==> src/rtl/gpio_irq_pkg.sv <==
package gpio_irq_pkg;
  localparam int REG_W = 32;

  typedef enum logic [2:0] {
    RI_DATA   = 3'd0,
    RI_DIR    = 3'd1,
    RI_PAD    = 3'd2,
    RI_SNS_LO = 3'd3,
    RI_SNS_HI = 3'd4,
    RI_MASK   = 3'd5,
    RI_STAT   = 3'd6,
    RI_ANYE   = 3'd7
  } reg_idx_e;

  typedef enum logic [1:0] {
    SNS_LOW  = 2'b00,
    SNS_HIGH = 2'b01,
    SNS_RISE = 2'b10,
    SNS_FALL = 2'b11
  } sense_e;
endpackage

==> src/rtl/gpio_pad_sync.sv <==
module gpio_pad_sync #(
  parameter int W      = 32,
  parameter int STAGES = 2
) (
  input  logic         clk_i,
  input  logic         rst_ni,
  input  logic [W-1:0] pad_i,
  output logic [W-1:0] sync_o,
  output logic [W-1:0] prev_o
);
  logic [W-1:0] chain_q [STAGES];
  logic [W-1:0] prev_q;

  always_ff @(posedge clk_i or negedge rst_ni) begin
    if (!rst_ni) begin
      for (int k = 0; k < STAGES; k++) chain_q[k] <= '0;
      prev_q <= '0;
    end else begin
      chain_q[0] <= pad_i;
      for (int k = 1; k < STAGES; k++) chain_q[k] <= chain_q[k-1];
      prev_q <= chain_q[STAGES-1];
    end
  end

  assign sync_o = chain_q[STAGES-1];
  assign prev_o = prev_q;
endmodule

==> src/rtl/gpio_pin_detect.sv <==
module gpio_pin_detect
  import gpio_irq_pkg::*;
(
  input  logic [1:0] sense_i,
  input  logic       any_edge_i,
  input  logic       cur_i,
  input  logic       prev_i,
  output logic       hit_o
);
  logic sense_hit;

  always_comb begin
    unique case (sense_e'(sense_i))
      SNS_LOW:  sense_hit = ~cur_i;
      SNS_HIGH: sense_hit = cur_i;
      SNS_RISE: sense_hit = cur_i & ~prev_i;
      SNS_FALL: sense_hit = ~cur_i & prev_i;
      default:  sense_hit = 1'b0;
    endcase
  end

  // the any-edge override takes precedence over the 2-bit field
  assign hit_o = any_edge_i ? (cur_i ^ prev_i) : sense_hit;
endmodule

==> src/rtl/gpio_irq_status.sv <==
module gpio_irq_status #(
  parameter int W = 32
) (
  input  logic         clk_i,
  input  logic         rst_ni,
  input  logic [W-1:0] event_i,
  input  logic [W-1:0] clear_i,
  input  logic [W-1:0] mask_i,
  output logic [W-1:0] status_o,
  output logic         irq_o
);
  logic [W-1:0] status_q;

  always_ff @(posedge clk_i or negedge rst_ni) begin
    if (!rst_ni) status_q <= '0;
    else         status_q <= (status_q & ~clear_i) | event_i;
  end

  assign status_o = status_q;
  assign irq_o    = |(status_q & mask_i);

  // a set bit only falls when a clear was requested for it
  a_r8_sticky: assert property (@(posedge clk_i) disable iff (!rst_ni)
    ((($past(status_q) & ~$past(clear_i)) & ~status_q) == '0));

  // an event always lands, even against a clear
  a_r8_event_wins: assert property (@(posedge clk_i) disable iff (!rst_ni)
    (event_i != '0) |=> ((status_q & $past(event_i)) == $past(event_i)));
endmodule

==> src/rtl/gpio_reg_bus.sv <==
module gpio_reg_bus
  import gpio_irq_pkg::*;
#(
  parameter int NPINS  = 32,
  parameter int ADDR_W = 8
) (
  input  logic               clk_i,
  input  logic               rst_ni,
  input  logic               req_valid_i,
  output logic               req_ready_o,
  input  logic               req_write_i,
  input  logic [ADDR_W-1:0]  req_addr_i,
  input  logic [REG_W-1:0]   req_wdata_i,
  output logic               rsp_valid_o,
  input  logic               rsp_ready_i,
  output logic [REG_W-1:0]   rsp_rdata_o,
  input  logic [NPINS-1:0]   pad_sync_i,
  input  logic [NPINS-1:0]   status_i,
  output logic [NPINS-1:0]   data_o,
  output logic [NPINS-1:0]   dir_o,
  output logic [2*NPINS-1:0] sense_o,
  output logic [NPINS-1:0]   mask_o,
  output logic [NPINS-1:0]   any_edge_o,
  output logic [NPINS-1:0]   clear_o
);
  localparam int IDX_LSB = 2;
  localparam int IDX_W   = 3;
  localparam int SNS_W   = 2 * NPINS;
  localparam int SNS_PAD = 2 * REG_W;

  logic [NPINS-1:0]  data_q, dir_q, mask_q, anye_q;
  logic [SNS_W-1:0]  sense_q;
  logic              rsp_valid_q;
  logic [REG_W-1:0]  rsp_data_q;

  logic              accept, in_map, wr_hit;
  reg_idx_e          idx;
  logic [SNS_PAD-1:0] sense_wide, sense_next;
  logic [REG_W-1:0]  rdata;

  function automatic logic [REG_W-1:0] widen(input logic [NPINS-1:0] v);
    logic [REG_W-1:0] r;
    r = '0;
    r[NPINS-1:0] = v;
    return r;
  endfunction

  assign req_ready_o = ~rsp_valid_q | rsp_ready_i;
  assign accept      = req_valid_i & req_ready_o;
  assign in_map      = (req_addr_i >> (IDX_LSB + IDX_W)) == '0;
  assign idx         = reg_idx_e'(req_addr_i[IDX_LSB +: IDX_W]);
  assign wr_hit      = accept & req_write_i & in_map;

  always_comb begin
    sense_wide = '0;
    sense_wide[SNS_W-1:0] = sense_q;
    sense_next = sense_wide;
    if (wr_hit && idx == RI_SNS_LO) sense_next[REG_W-1:0]     = req_wdata_i;
    if (wr_hit && idx == RI_SNS_HI) sense_next[SNS_PAD-1:REG_W] = req_wdata_i;
  end

  always_ff @(posedge clk_i or negedge rst_ni) begin
    if (!rst_ni) begin
      data_q  <= '0;
      dir_q   <= '0;
      mask_q  <= '0;
      anye_q  <= '0;
      sense_q <= '0;
    end else if (wr_hit) begin
      unique case (idx)
        RI_DATA: data_q <= req_wdata_i[NPINS-1:0];
        RI_DIR:  dir_q  <= req_wdata_i[NPINS-1:0];
        RI_MASK: mask_q <= req_wdata_i[NPINS-1:0];
        RI_ANYE: anye_q <= req_wdata_i[NPINS-1:0];
        RI_SNS_LO, RI_SNS_HI: sense_q <= sense_next[SNS_W-1:0];
        default: ;
      endcase
    end
  end

  always_comb begin
    rdata = '0;
    if (in_map) begin
      unique case (idx)
        RI_DATA:   rdata = widen(data_q);
        RI_DIR:    rdata = widen(dir_q);
        RI_PAD:    rdata = widen(pad_sync_i);
        RI_SNS_LO: rdata = sense_wide[REG_W-1:0];
        RI_SNS_HI: rdata = sense_wide[SNS_PAD-1:REG_W];
        RI_MASK:   rdata = widen(mask_q);
        RI_STAT:   rdata = widen(status_i);
        RI_ANYE:   rdata = widen(anye_q);
        default:   rdata = '0;
      endcase
    end
  end

  always_ff @(posedge clk_i or negedge rst_ni) begin
    if (!rst_ni) begin
      rsp_valid_q <= 1'b0;
      rsp_data_q  <= '0;
    end else if (accept) begin
      rsp_valid_q <= 1'b1;
      rsp_data_q  <= req_write_i ? '0 : rdata;
    end else if (rsp_ready_i) begin
      rsp_valid_q <= 1'b0;
    end
  end

  assign clear_o     = (wr_hit && idx == RI_STAT) ? req_wdata_i[NPINS-1:0] : '0;
  assign data_o      = data_q;
  assign dir_o       = dir_q;
  assign sense_o     = sense_q;
  assign mask_o      = mask_q;
  assign any_edge_o  = anye_q;
  assign rsp_valid_o = rsp_valid_q;
  assign rsp_rdata_o = rsp_data_q;

  // every accepted request produces a beat next cycle
  a_r10_one_rsp: assert property (@(posedge clk_i) disable iff (!rst_ni)
    (req_valid_i && req_ready_o) |=> rsp_valid_o);

  // a stalled beat holds its data
  a_r10_hold: assert property (@(posedge clk_i) disable iff (!rst_ni)
    (rsp_valid_o && !rsp_ready_i) |=> (rsp_valid_o && $stable(rsp_rdata_o)));
endmodule

==> src/rtl/gpio_irq_port.sv <==
module gpio_irq_port
  import gpio_irq_pkg::*;
#(
  parameter int NPINS       = 32,
  parameter int ADDR_W      = 8,
  parameter int SYNC_STAGES = 2
) (
  input  logic              clk_i,
  input  logic              rst_ni,
  input  logic              req_valid_i,
  output logic              req_ready_o,
  input  logic              req_write_i,
  input  logic [ADDR_W-1:0] req_addr_i,
  input  logic [31:0]       req_wdata_i,
  output logic              rsp_valid_o,
  input  logic              rsp_ready_i,
  output logic [31:0]       rsp_rdata_o,
  input  logic [NPINS-1:0]  pad_i,
  output logic [NPINS-1:0]  pad_o,
  output logic [NPINS-1:0]  pad_oe_o,
  output logic              irq_o
);
  logic [NPINS-1:0]   sync_v, prev_v, status_v, clear_v, mask_v, anye_v, hit_v;
  logic [2*NPINS-1:0] sense_v;

  gpio_pad_sync #(.W(NPINS), .STAGES(SYNC_STAGES)) u_sync (
    .clk_i (clk_i), .rst_ni (rst_ni), .pad_i (pad_i),
    .sync_o (sync_v), .prev_o (prev_v)
  );

  gpio_reg_bus #(.NPINS(NPINS), .ADDR_W(ADDR_W)) u_regs (
    .clk_i (clk_i), .rst_ni (rst_ni),
    .req_valid_i (req_valid_i), .req_ready_o (req_ready_o),
    .req_write_i (req_write_i), .req_addr_i (req_addr_i),
    .req_wdata_i (req_wdata_i),
    .rsp_valid_o (rsp_valid_o), .rsp_ready_i (rsp_ready_i),
    .rsp_rdata_o (rsp_rdata_o),
    .pad_sync_i (sync_v), .status_i (status_v),
    .data_o (pad_o), .dir_o (pad_oe_o), .sense_o (sense_v),
    .mask_o (mask_v), .any_edge_o (anye_v), .clear_o (clear_v)
  );

  for (genvar n = 0; n < NPINS; n++) begin : g_pin
    gpio_pin_detect u_det (
      .sense_i (sense_v[2*n +: 2]), .any_edge_i (anye_v[n]),
      .cur_i (sync_v[n]), .prev_i (prev_v[n]), .hit_o (hit_v[n])
    );
  end

  gpio_irq_status #(.W(NPINS)) u_stat (
    .clk_i (clk_i), .rst_ni (rst_ni), .event_i (hit_v), .clear_i (clear_v),
    .mask_i (mask_v), .status_o (status_v), .irq_o (irq_o)
  );

  // any transition on an any-edge pin lands in its status bit
  a_r7_any_edge: assert property (@(posedge clk_i) disable iff (!rst_ni)
    ((anye_v & (sync_v ^ prev_v)) != '0) |=>
      ((status_v & $past(anye_v & (sync_v ^ prev_v))) == $past(anye_v & (sync_v ^ prev_v))));
endmodule

==> config.mk <==
export PLATFORM = sky130hd
export DESIGN_NAME = gpio_irq_port
export DESIGN_NICKNAME = d
export VERILOG_FILES = /design/src/rtl/gpio_irq_pkg.sv /design/src/rtl/gpio_pad_sync.sv /design/src/rtl/gpio_pin_detect.sv /design/src/rtl/gpio_irq_status.sv /design/src/rtl/gpio_reg_bus.sv /design/src/rtl/gpio_irq_port.sv
export SDC_FILE = /design/constraint.sdc
export NUM_CORES = 1
export LEC_CHECK = 0
export BUFFER_PORTS_ARGS = -buffer_cell sky130_fd_sc_hd__buf_2
export CORE_MARGIN = 5
export CORE_UTILIZATION = 54
export DETAILED_ROUTE_END_ITERATION = 8
export GPL_TIMING_DRIVEN = 1
export PLACE_DENSITY = 0.85
export SYNTH_ARGS = -nofsm -noshare
export SYNTH_HDL_FRONTEND = slang
export SYNTH_SLANG_ARGS = --single-unit
==> constraint.sdc <==
create_clock -name clk_i -period 4 [get_ports clk_i]
set_clock_uncertainty 0.1 [all_clocks]
set_input_delay 0.8 -clock clk_i [delete_from_list [all_inputs] [get_ports clk_i]]
set_output_delay 0.8 -clock clk_i [all_outputs]
set_load 0.01 [all_outputs]
==> results.txt, run 1 <==
Outcome -> finished clean
Final Max Slew Viols -> 0
Clk_lat worst skew -> 0.52 ns
Internal reg-to-reg setup slack -> 1.32 ns
Synth Register Bits -> 353
Largest net degree at the start of global routing -> 102
Die width -> 187.7 um
Worst Setup SP -> u_regs.mask_o[30]$_DFFE_PN0P_
Vias in the first global route -> 13,060
Sink Count -> 353
Storage element area -> 8833 sq um
R2R Path Start -> u_regs.rsp_valid_o$_DFFE_PN0P_
Post-route setup TNS -> 0 ns
Chip height -> 187.7 um
R2r worst-path depth -> 4
Worst Hold Class -> input port to asynchronous set/reset pin
Share of flip-flops with an asynchronous set or reset -> 100.0%
Total CTS buffers -> 38
Detailed Place HPWL -> 32.21 mm
DR pass1 iterations -> 6
Core Footprint -> 31,390 sq um
Floorplan row count -> 65
Max Freq -> 311.1 MHz
Routed length on met3 -> 4.622 mm
Combinational power share -> 10.5%
NetSw -> 2078 uW
Share of cells above drive strength 1 -> 31.58%
Fill count -> 2,308
Reg2Reg Capture Point -> u_regs.mask_o[0]$_DFFE_PN0P_
Crit path to -> irq_o
Synth cell types -> 49
Period minus WS final -> 3.214 ns
Synth-to-Final Area Change -> 13.37%
Syn Std Cell Area -> 17,050 sq um
P_int -> 6093 uW
Met2 routed WL -> 23.08 mm
Critical path data required time -> 3.10 ns
H-tree depth -> 2
Final Hold Fails -> 0
First-pass GRT wire length -> 76.20 mm
CTS root buffer -> clkbuf_16
CP arrival -> 2.31 ns
Worst slack at placement -> 0.7063 ns
Sequential share of power -> 48.6%
Max clock buf depth -> 3
PortBufs -> 173
Cts repair resizes -> 0
Vias after detailed routing -> 12,410
DR vias/cell -> 6.521
Final WS setup -> 0.7858 ns
Syn Nets -> 1,448
Clock network power share -> 41.0%
Top Layer Used -> met4
Post-Route WL -> 48.25 mm
Cts hold-fix bufs -> 0
Total track usage -> 27.13%
Setup violators final -> 0
Initial antenna violation count -> 0
Leakage -> 0.009593 uW
Crit path max fanout -> 3
Cells after Synth -> 1,307
YS warnings -> 0
RSZ-0062 raised after global routing -> no
Critical Path End Type -> primary output
Primary FF master, synth -> dfrtp_1
Worst Max-Slew Pin Slew -> 1.220 ns
Area occupied by multi-input gates -> 7257 sq um
Final net count -> 1,621
Max transition margin -> 18.67%
Routed length on met1 -> 18.29 mm
Top-area cell type share of the netlist area -> 51.80%
Largest cells by area after synthesis -> dfrtp_1 52%, mux2_4 11%, mux2_2 5.3%, ha_1 4.7%, mux2i_1 2.5%
DR WL/cell -> 25.36 um
Antenna Nets Post-Route -> 0
CTS tree -> yes
Pwr per Cell Area -> 422.6 nW/um^2
Max-Cap Viols -> 0
Initial Utilization -> 54.32%
Worst-path clk slew -> 0.06 ns
Net Sw Frac -> 25.43%
Die area -> 35,240 sq um
Startpoint Class -> flop
Largest area contributor in the netlist -> dfrtp_1
Total congestion overflow -> 0
# IOs -> 176
Post-CTS setup buffers -> 0
DR DRC count -> 0
Fin util -> 61.59%
Post-synthesis sequential area ratio -> 51.80%
Inserted Diodes -> 0
Critical path type -> flop to primary output
Initial detailed-routing violation count -> 1,207
Syn_area_per_cell -> 13.05 sq um
Worst vdd ir -> 290.1 uV
EDFF count, synth -> 0
Final Wtd Congestion -> 0.8893
Part of the cycle the worst path needs -> 80.36%
-- final cells by class --
cell class,instances,area share (%)
Clock buffer,54,5.650
Multi-Input combinational cell,786,37.54
Inverter,92,1.786
Tap cell,402,2.602
Timing Repair Buffer,209,6.381
Clock inverter,7,0.3559
Sequential cell,353,45.69
-- flip-flops by register name, summed over array words and instances, names as in the netlist --
register and cells:
u_regs.data_o 32, u_regs.rsp_rdata_o 32, u_sync.prev_o 32, u_regs.mask_o 32, u_regs.sense_o 64, u_regs.rsp_valid_o 1
u_sync.sync_o 32, u_sync.chain_q 32, u_stat.status_o 32, u_regs.any_edge_o 32, u_regs.dir_o 32
-- stage by stage --
step	instance area [sq um]	hold WS, ns	total power, uW	std cells
6_report	19330	0.2324	8171	1903
5_1_grt	19330	0.2512	8457	1903
4_1_cts	19330	0.2476	8192	1903
3_5_place_dp	18170	0.2347	4857	1842
3_3_place_gp	18170	0.2320	4803	1842
2_1_floorplan	17050	0.2312	4442	1307
-- synth_stat cells, types with 22 or more instances --
| cell type | n |
|---|---|
| nand3_1 | 40 |
| mux2i_1 | 42 |
| mux2_2 | 81 |
| a22oi_1 | 39 |
| a21o_1 | 33 |
| inv_1 | 92 |
| nand2b_1 | 27 |
| buf_2 | 22 |
| nand2_1 | 22 |
| a32oi_1 | 47 |
| dfrtp_1 | 353 |
| nor2_1 | 62 |
| mux2_4 | 120 |
| a211oi_1 | 41 |
| ha_1 | 64 |
| a311oi_1 | 24 |
-- cells by family after synthesis --
| logic type | count (synthesis) | synth area share, % |
|---|---|---|
| AOI/OAI and AO/OA | 261 | 12.39 |
| muxes | 255 | 19.17 |
| adders and majority gates | 64 | 4.696 |
| and+or+nand+nor | 203 | 6.067 |
| buffers and inverters | 168 | 5.723 |
| DFF | 353 | 51.80 |
| xor gates and xnor gates | 3 | 0.1541 |
-- worst min path at each step --
stage,startpoint,end,slack [ns],depth (start not counted)
floorplan,u_sync.chain_q[32]$_DFF_PN0_,u_sync.sync_o[0]$_DFF_PN0_,0.23,0
global placement,u_sync.chain_q[48]$_DFF_PN0_,u_sync.sync_o[16]$_DFF_PN0_,0.23,0
detailed placement,u_sync.chain_q[48]$_DFF_PN0_,u_sync.sync_o[16]$_DFF_PN0_,0.23,0
CTS,u_sync.chain_q[48]$_DFF_PN0_,u_sync.sync_o[16]$_DFF_PN0_,0.25,0
global route,u_sync.chain_q[48]$_DFF_PN0_,u_sync.sync_o[16]$_DFF_PN0_,0.25,0
finish,rst_ni,u_sync.chain_q[45]$_DFF_PN0_,0.23,1
-- routing by layer --
layer	global-route usage, %	vias to the layer above
met4	11.72	0
met2	44.61	766
met5	0	-
met3	6.087	191
li1	-	5146
met1	34.81	6307
-- layout by cell type, fill, tap and decap left out, types with 13 or more instances in the layout --
| master | count |
|---|---|
| a311oi_1 | 24 |
| nor2_1 | 62 |
| mux2i_1 | 42 |
| nand3_1 | 40 |
| inv_1 | 92 |
| clkbuf_16 | 39 |
| nand2b_1 | 27 |
| a221o_1 | 20 |
| dfrtp_1 | 353 |
| a211oi_1 | 41 |
| mux2_2 | 81 |
| nand2_1 | 22 |
| buf_2 | 172 |
| a21o_1 | 33 |
| nor2b_1 | 20 |
| ha_1 | 64 |
| a22o_1 | 13 |
| buf_4 | 29 |
| a22oi_1 | 39 |
| a32oi_1 | 47 |
| mux2_4 | 120 |
-- critical path, stage by stage (launching register included) --
cell	delay, ns
dfrtp_1	0.43
a22oi_1	0.28
nand4_1	0.21
or4_1	0.67
buf_2	0.19
-- power by group through the flow --
stage / clock, uW / sequential (uW) / combinational [uW]
2_1_floorplan: 0 / 3970 / 476
3_3_place_gp: 0 / 4000 / 799
4_1_cts: 3380 / 3960 / 851
6_report: 3350 / 3970 / 858
5_1_grt: 3540 / 3980 / 931
3_5_place_dp: 0 / 4020 / 839
Power figures use the tool's default switching activity.
==> inputs of run 2 (changes only) <==
==> constraint.sdc (replaced) <==
create_clock -name clk_i -period 3.3 [get_ports clk_i]
set_clock_uncertainty 0.1 [all_clocks]
set_input_delay 0.66 -clock clk_i [delete_from_list [all_inputs] [get_ports clk_i]]
set_output_delay 0.66 -clock clk_i [all_outputs]
set_load 0.01 [all_outputs]
==> run 2 against run 1 <==
Effect of this change: clock-buffer cell count grew 1; via count is 0.73% lower; worst hold slack got worse by 0.20 ns; sequential share of layout area shrank 0.41 points; global-route usage fell by 0.54 points; design area increased by 0.91%; register-to-register slack lost 0.32 ns; critical path type unchanged; largest power group unchanged.
==> results.txt, run 2 (synthesized netlist as in run 1, its figures left out) <==
Critical Path End Type -> primary output
Detailed Place HPWL -> 32.07 mm (-0.43%)
Crit path to -> irq_o
Initial Utilization -> 54.32% (unchanged)
Post-route setup TNS -> 0 ns (unchanged)
Leakage -> 0.009697 uW (+1.1%)
Final net count -> 1,628 (+0.43%)
RSZ-0062 raised after global routing -> no
Synth-to-Final Area Change -> 14.39%
Worst Hold Class -> input port to asynchronous set/reset pin
Critical path data required time -> 2.54 ns (-0.56 ns)
Clk_lat worst skew -> 0.52 ns (about the same)
Pwr per Cell Area -> 522.8 nW/um^2 (+24%)
Cell count along the critical path -> 4 (unchanged)
Slowest stage delay, CP -> 0.66 ns (about the same)
Die width -> 187.7 um (unchanged)
Area occupied by multi-input gates -> 7257 sq um (unchanged)
# IOs -> 176 (unchanged)
Total track usage -> 26.59% (-0.54 points)
Most frequent cells in the layout -> 353 x dfrtp_1, 172 x buf_2, 120 x mux2_4
H-tree depth -> 2 (unchanged)
DR vias/cell -> 6.430 (-1.4%)
PortBufs -> 173 (unchanged)
Period minus WS final -> 3.036 ns
Final Wtd Congestion -> 0.9200 (+3.5%)
Die area -> 35,240 sq um (unchanged)
Critical path type -> flop to primary output
Startpoint Class -> flop
Commonest non-fill, non-tap cell in the layout -> dfrtp_1
Internal reg-to-reg setup slack -> 1.00 ns (-0.32 ns)
CTS root buffer -> clkbuf_16
Reg2Reg Capture Point -> u_regs.any_edge_o[1]$_DFFE_PN0P_
Initial detailed-routing violation count -> 1,248 (+3.4%)
Final Hold Fails -> 0 (unchanged)
Antenna Nets Post-Route -> 0 (unchanged)
Max reg flops -> 64 (unchanged)
Fill count -> 2,306 (-0.087%)
R2r worst-path depth -> 5 (+1)
Outcome -> finished clean
Total power -> 10,200 uW (+25%)
Largest net degree at the start of global routing -> 87 (-15%)
Final non-filler cell area -> 19,510 sq um (+0.91%)
Slowest CP cell -> or4_1
Max transition margin -> 46.26% (+28 points)
Max Freq -> 329.4 MHz
Part of the cycle the worst path needs -> 91.99%
Buf+Inv Stages, Crit Path -> 1 (unchanged)
Core Footprint -> 31,390 sq um (unchanged)
Crit path max fanout -> 3 (unchanged)
Sink Count -> 353 (unchanged)
First-pass GRT wire length -> 74.55 mm (-2.2%)
Floorplan row count -> 65 (unchanged)
Post-Route WL -> 47.61 mm (-1.3%)
Final Max Slew Viols -> 0 (unchanged)
Cells along the critical path -> a22oi_1, nand4_1, or4_1, buf_2
Dpl cell area -> 18,210 sq um (+0.22%)
Vias after detailed routing -> 12,320 (-0.73%)
DR DRC count -> 0 (unchanged)
Cts repair resizes -> 0 (unchanged)
Total congestion overflow -> 0 (unchanged)
Placed Cells -> 1,849 (+0.38%)
Vias in the first global route -> 12,950 (-0.87%)
Worst Max-Slew Pin Slew -> 0.8052 ns (-0.4147 ns)
Largest delay share family, worst path -> simple AND/OR/NAND/NOR gates
DR WL/cell -> 24.85 um (-2.0%)
Cts hold-fix bufs -> 0 (unchanged)
Post-CTS setup buffers -> 0 (unchanged)
Total CTS buffers -> 38 (unchanged)
R2R Path Start -> u_regs.rsp_valid_o$_DFFE_PN0P_
Final non-filler cell total -> 1,916 (+0.68%)
Share of cells above drive strength 1 -> 32.50% (+0.92 points)
Worst-path clk slew -> 0.06 ns (about the same)
Fin util -> 62.14% (+0.56 points)
Worst vdd ir -> 393.9 uV (+36%)
Max-Cap Viols -> 0 (unchanged)
Worst Setup SP -> u_stat.status_o[18]$_DFF_PN0_
Setup violators final -> 0 (unchanged)
DR pass1 iterations -> 7 (+1)
CP arrival -> 2.28 ns (-0.03 ns)
CTS tree -> yes
Max clock buf depth -> 3 (unchanged)
Inserted Diodes -> 0 (unchanged)
Initial antenna violation count -> 1 (+1)
Storage element area -> 8833 sq um (unchanged)
Chip height -> 187.7 um (unchanged)
==> run 2: changes by cell type in the layout (fill, tap and decap cells not counted), sizes merged <==
cell / before / now
buf: 209 / 216
bufinv: 1 / 2
clkinv: 3 / 7
inv: 93 / 92
clkbuf: 54 / 55
clkinvlp: 2 / 3
==> run 2: report_power, final <==
part	total (uW)	switching, uW	internal (uW)
logic	1040	563	473
clock network	4360	1730	2630
registers	4800	253	4550
total	10200	2540	7660
==> run 2: cell type report <==
class | instances | share of cell area (%)
Sequential cell | 353 | 45.28
Clock buffer | 55 | 6.042
Clock inverter | 12 | 0.6029
Tap cell | 402 | 2.578
Inverter | 92 | 1.770
Timing Repair Buffer | 216 | 6.529
Multi-Input combinational cell | 786 | 37.20
==> run 2: worst min-delay path by stage <==
| stage | end | slack (ns) | cells after the start |
|---|---|---|---|
| floorplan | u_sync.sync_o[0]$_DFF_PN0_ | 0.23 | 0 |
| global placement | u_sync.sync_o[21]$_DFF_PN0_ | 0.23 | 0 |
| detailed placement | u_sync.sync_o[11]$_DFF_PN0_ | 0.23 | 0 |
| CTS | u_stat.status_o[13]$_DFF_PN0_ | 0.08 | 1 |
| global route | u_sync.chain_q[45]$_DFF_PN0_ | 0.09 | 1 |
| finish | u_sync.chain_q[45]$_DFF_PN0_ | 0.03 | 1 |
==> run 2: layer usage <==
| layer | up-vias | GRT usage, % | wire (um) |
|---|---|---|---|
| met5 | - | 0 | 13 |
| met3 | 185 | 5.696 | 4028 |
| met2 | 680 | 42.38 | 22550 |
| met4 | 2 | 13.04 | 2290 |
| met1 | 6294 | 34.79 | 18720 |
| li1 | 5159 | - | - |
==> run 2: metrics by stage <==
stage / setup WS (ns) / hold slack [ns]
2_1_floorplan: 1.179 / 0.2312
3_3_place_gp: 0.4960 / 0.2328
3_5_place_dp: 0.4837 / 0.2347
4_1_cts: 0.2970 / 0.08043
5_1_grt: 0.2302 / 0.08522
6_report: 0.2642 / 0.03044
